**src/rtl/rfl_pkg.sv**
```systemverilog
package rfl_pkg;
  localparam int CNT_W_DEF  = 13;
  localparam int DATA_W_DEF = 8;
  localparam int LO_W_DEF   = 8;
endpackage

```
**src/rtl/rfl_counter.sv**
```systemverilog
module rfl_counter #(
  parameter int CNT_W = rfl_pkg::CNT_W_DEF
) (
  input  logic             clk,
  input  logic             rst,
  input  logic             sof,
  input  logic             inc,
  output logic [CNT_W:0]   arrive_num,
  output logic [CNT_W-1:0] cnt
);
  localparam logic [CNT_W-1:0] CNT_MAX = {CNT_W{1'b1}};

  logic [CNT_W-1:0] base;

  always_comb begin
    base       = sof ? '0 : cnt;
    arrive_num = {1'b0, base} + {{CNT_W{1'b0}}, 1'b1};
  end

  always_ff @(posedge clk) begin
    if (rst) begin
      cnt <= '0;
    end else if (inc) begin
      cnt <= arrive_num[CNT_W] ? CNT_MAX : arrive_num[CNT_W-1:0];
    end else if (sof) begin
      cnt <= '0;
    end
  end


  sof_clear_chk: assert property (@(posedge clk) disable iff (rst)
    (sof && !inc) |=> (cnt == '0));


  count_step_chk: assert property (@(posedge clk) disable iff (rst)
    (inc && !sof && cnt != CNT_MAX) |=> (cnt == $past(cnt) + 1'b1));


  count_sat_chk: assert property (@(posedge clk) disable iff (rst)
    (inc && !sof && cnt == CNT_MAX) |=> (cnt == CNT_MAX));
endmodule

```
**src/rtl/rfl_gate.sv**
```systemverilog
module rfl_gate #(
  parameter int CNT_W = rfl_pkg::CNT_W_DEF
) (
  input  logic             clk,
  input  logic             rst,
  input  logic             mode_en,
  input  logic             sof,
  input  logic             rx_valid,
  input  logic             stat_rd,
  input  logic [CNT_W:0]   arrive_num,
  input  logic [CNT_W-1:0] limit,
  output logic             drop,
  output logic             len_exceeded
);
  logic disc_q;
  logic disc_base;
  logic over;

  always_comb begin
    disc_base = sof ? 1'b0 : disc_q;
    over      = arrive_num > {1'b0, limit};
    drop      = rx_valid && mode_en && (disc_base || over);
  end

  always_ff @(posedge clk) begin
    if (rst) begin
      disc_q       <= 1'b0;
      len_exceeded <= 1'b0;
    end else begin
      disc_q <= disc_base || drop;
      if (drop) begin
        len_exceeded <= 1'b1;
      end else if (stat_rd) begin
        len_exceeded <= 1'b0;
      end
    end
  end


  discard_keep_chk: assert property (@(posedge clk) disable iff (rst)
    (drop && !stat_rd) |=> (len_exceeded && disc_q));


  flag_sticky_chk: assert property (@(posedge clk) disable iff (rst)
    (len_exceeded && !stat_rd) |=> len_exceeded);
endmodule

```
**src/rtl/rfl_out.sv**
```systemverilog
module rfl_out #(
  parameter int DATA_W = rfl_pkg::DATA_W_DEF
) (
  input  logic              clk,
  input  logic              rst,
  input  logic              rx_valid,
  input  logic              drop,
  input  logic [DATA_W-1:0] rx_data,
  output logic              fifo_wr,
  output logic [DATA_W-1:0] fifo_data
);
  always_ff @(posedge clk) begin
    if (rst) begin
      fifo_wr   <= 1'b0;
      fifo_data <= '0;
    end else begin
      fifo_wr <= rx_valid && !drop;
      if (rx_valid) begin
        fifo_data <= rx_data;
      end
    end
  end


  no_spurious_wr_chk: assert property (@(posedge clk) disable iff (rst)
    !rx_valid |=> !fifo_wr);
endmodule

```
**src/rtl/rx_len_limiter.sv**
```systemverilog
module rx_len_limiter #(
  parameter int CNT_W  = rfl_pkg::CNT_W_DEF,
  parameter int DATA_W = rfl_pkg::DATA_W_DEF,
  parameter int LO_W   = rfl_pkg::LO_W_DEF,
  localparam int HI_W  = CNT_W - LO_W
) (
  input  logic              clk,
  input  logic              rst,
  input  logic              mode_en,
  input  logic [LO_W-1:0]   max_len_lo,
  input  logic [HI_W-1:0]   max_len_hi,
  input  logic              sof,
  input  logic              rx_valid,
  input  logic [DATA_W-1:0] rx_data,
  input  logic              stat_rd,
  output logic              fifo_wr,
  output logic [DATA_W-1:0] fifo_data,
  output logic [CNT_W-1:0]  rx_count,
  output logic              len_exceeded
);
  logic [CNT_W-1:0] limit;
  logic [CNT_W:0]   arrive_num;
  logic             drop;

  assign limit = {max_len_hi, max_len_lo};

  rfl_counter #(.CNT_W(CNT_W)) i_cnt (
    .clk(clk), .rst(rst), .sof(sof), .inc(rx_valid),
    .arrive_num(arrive_num), .cnt(rx_count)
  );

  rfl_gate #(.CNT_W(CNT_W)) i_gate (
    .clk(clk), .rst(rst), .mode_en(mode_en), .sof(sof),
    .rx_valid(rx_valid), .stat_rd(stat_rd), .arrive_num(arrive_num),
    .limit(limit), .drop(drop), .len_exceeded(len_exceeded)
  );

  rfl_out #(.DATA_W(DATA_W)) i_out (
    .clk(clk), .rst(rst), .rx_valid(rx_valid), .drop(drop),
    .rx_data(rx_data), .fifo_wr(fifo_wr), .fifo_data(fifo_data)
  );


  boundary_drop_chk: assert property (@(posedge clk) disable iff (rst)
    (mode_en && rx_valid && !sof && rx_count == limit) |=> (!fifo_wr && len_exceeded));


  mode_off_fwd_chk: assert property (@(posedge clk) disable iff (rst)
    (!mode_en && rx_valid) |=> fifo_wr);


  mode_off_flag_chk: assert property (@(posedge clk) disable iff (rst)
    (!mode_en && !len_exceeded) |=> !len_exceeded);


  flag_clear_chk: assert property (@(posedge clk) disable iff (rst)
    (stat_rd && !rx_valid) |=> !len_exceeded);
endmodule

```
**config.mk**
```make
export PLATFORM = sky130hd
export DESIGN_NAME = rx_len_limiter
export DESIGN_NICKNAME = d
export VERILOG_FILES = /design/src/rtl/rfl_pkg.sv /design/src/rtl/rfl_counter.sv /design/src/rtl/rfl_gate.sv /design/src/rtl/rfl_out.sv /design/src/rtl/rx_len_limiter.sv
export SDC_FILE = /design/constraint.sdc
export NUM_CORES = 1
export LEC_CHECK = 0
export BUFFER_PORTS_ARGS = -buffer_cell sky130_fd_sc_hd__buf_2
export CAP_MARGIN = 20
export CORE_AREA = 2 2 61 63
export DETAILED_ROUTE_END_ITERATION = 8
export DIE_AREA = 0 0 63 65
export PLACE_DENSITY = 0.75
export SLEW_MARGIN = 20
export SYNTH_ARGS = -nofsm -noshare
export SYNTH_HDL_FRONTEND = slang
export SYNTH_SLANG_ARGS = --single-unit
export TNS_END_PERCENT = 50
```
**constraint.sdc**
```tcl
create_clock -name clk -period 7.3 [get_ports clk]
set_input_delay 0.365 -clock clk [delete_from_list [all_inputs] [get_ports clk]]
set_output_delay 0.365 -clock clk [all_outputs]
set_load 0.1 [all_outputs]
```
==> metrics.yaml <==
outcome: "complete, no violations"
seqPwrFrac_pct: 53.4
hold_buffers: 0
antenna_found_initial: 0
cts_resized: 0
syn_area_sq_um: 1650
portBuffers: 49
worst_path_largest_cell_delay_ns: 0.49
synth_largest_area_cell: "dfxtp_1"
yosys_warnings: 0
wire_per_inst_um: 12.8
drv_cap: 0
numCtsBuffers: 3
worstPathCellList: "and4b_1, and4_4, and2_4, nand2_1, xor2_1, nor2_1, ha_1, a21o_1, a221o_1, nor2_1, o311ai_0, a221oi_4, o211a_1"
syn_avg_cell_area_sq_um: 8.36
cts_tree: "yes"
peakVddDrop_v: 0.000108
ctsLongestPathBuffers: 2
place.gp.congestion: 0.838
p_sw_share_pct: 34.3
ios: 50
static-leakage-power_uw: 0.000943
synth_top_area_share_pct: 29.2
dpl.hpwl_um: 2720
wirelength_um: 3620
cts.htree.levels: 1
drive_gt1_share_pct: 26.4
start_kind: "register"
wl_met1_um: 1680
via_per_inst: 5.30
fin_nets: 276
ys_ff_latch: 24
crit_path_end_kind: "register"
grt-ovfl-total: 0
mostFrequentLayoutCell: "buf_2"
worstPathArrival_ns: 3.62
hp-class: "primary input to register"
vias: 1500
rrSetupSlack_ns: 3.96
num_rows: 22
cp_max_fo: 9
top_layer: "met4"
final_util_pct: 53.6
synth_area_leaders: "dfxtp_1, ha_1, nor2_1"
cp_common_cell: "nor2_1"
period_share_pct: 45.7
insertedDiodeCount: 0
firstDrtPassIters: 4
fin_skew_ns: 0.00611
synth-async-reset-ratio_pct: 0
slew_headroom_pct: 56.0
dieArea_sq_um: 4100
clk_pin_slew_ns: 0.13
cts_setup_buffers: 0
cts.sinks: 24
synth.net_count: 236
gr-usage-all-layers_pct: 19.0
clockPowerShare_pct: 23.1
hold_violations: 0
drc: 0
start_util_pct: 47.1
fmaxAchievable_ghz: 0.300
grt_pass1_wl_um: 6150
insertion_delay_ns: 0.32
netSwitchingPower_uw: 88.2
p_per_area_nw_per_um2: 137
cts-root-buf: "clkbuf_4"
internal_power_uw: 169
fin_crit_ns: 3.34
required_ns: 7.58
synth_edf_count: 0
layout_setup_ws_ns: 3.96
setup-violations-final: 0
synth_ff_type: "dfxtp_1"
cp_slowest_cell: "dfxtp_1"
synth_cells: 197
wl_met3_um: 259
worst_pin_slew_ns: 0.652
die_h_um: 65
combPwrFrac_pct: 23.5
grt_max_degree: 27
area_growth_pct: 13.8
critPathKind: "register to register"
core_sq_um: 3500
drv_slew: 0
ys_seq_area_share_pct: 29.2
finalSetupTns_ns: 0
rsz0062_at_grt: "no"
fill_cells: 377
pre_cts_slack_ns: 3.85
synth_cell_types: 44
drtIter0Drc: 65
layout_common_cells: "buf_2, nor2_1, dfxtp_1"
dieWidth_um: 63
grt_pass1_vias: 1385
total_power_uw: 257
ant_nets: 0
met2_length_um: 1630
## layout make-up
cell class                 count  area, sq um  area share [%]
clock buffer                   3         22.5            1.20
timing repair buffer          49          245            13.1
sequential                    24          480            25.6
inverter                      16         60.1            3.20
multi-input combinational    143         1010            53.7
tap                           48         60.1            3.20
## logic make-up (layout without fill, tap and decap cells)
family | after synthesis | count (layout) | synth area share, %
buffers and inverters | 30 | 68 | 9.73
adder cells (fa/ha/maj) | 12 | 12 | 9.12
XOR/XNOR | 12 | 12 | 6.38
AND/OR/NAND/NOR | 72 | 72 | 21.7
AO/OA/AOI/OAI | 38 | 38 | 18.4
flip-flops | 24 | 24 | 29.2
multiplexers | 9 | 9 | 5.47
## critical path: cells and delay by family (launching register included)
kind | cells | cell delay, ns
AOI/OAI and AO/OA | 5 | 1.26
xor gates and xnor gates | 1 | 0.15
adders and majority gates | 1 | 0.24
DFF | 1 | 0.49
and+or+nand+nor | 6 | 1.16
## synth_stat cells, types with 2 or more instances
cell type and count:
nor2b_1 3, buf_4 2, inv_1 16, nand3_1 11
nor2_1 27, o31a_1 3, and3_1 5, xnor2_1 5
ha_1 12, a21oi_1 11, clkbuf_1 6, a41oi_1 2
nand2b_1 2, buf_6 3, dfxtp_1 24, nand2_1 15
o21ai_0 4, nor3_1 2, mux2i_1 9, xor2_1 7
a21o_1 3, o211ai_1 2, o31ai_2 2
## layer usage
metal	track usage, %	up-vias
met5	0	-
met4	6.94	0
met3	4.17	5
met2	31.3	56
met1	24.3	685
li1	-	754
## final timing paths
path                          to  cells after the start                start
max                i_out.fifo_wr                     13         i_cnt.cnt[0]
min           i_out.fifo_data[3]                      3           rx_data[3]
max reg2reg        i_out.fifo_wr                     13         i_cnt.cnt[0]
min reg2reg  i_gate.len_exceeded                      2  i_gate.len_exceeded
## flip-flops by register name (all words and copies together), names as in the netlist
register,flops
i_cnt.cnt,13
i_out.fifo_data,8
i_gate.disc_q,1
i_gate.len_exceeded,1
i_out.fifo_wr,1
## stage by stage
stage | std cells | area, sq um | hold WS, ns
6_report | 283 | 1870 | 0.268
5_1_grt | 283 | 1870 | 0.268
4_1_cts | 283 | 1870 | 0.262
3_5_place_dp | 280 | 1850 | 0.452
3_3_place_gp | 280 | 1850 | 0.461
2_1_floorplan | 197 | 1650 | 0.500
## power by group through the flow
stage / Clock (uW) / Sequential [uW] / Combinational (uW)
floorplan: 0 / 167 / 19.9
global placement: 0 / 140 / 59.8
detailed placement: 0 / 140 / 60.8
CTS: 62.2 / 138 / 60.8
global route: 69.5 / 138 / 65.0
finish: 59.5 / 138 / 60.5
No activity file was read; power rests on OpenSTA's default activity.
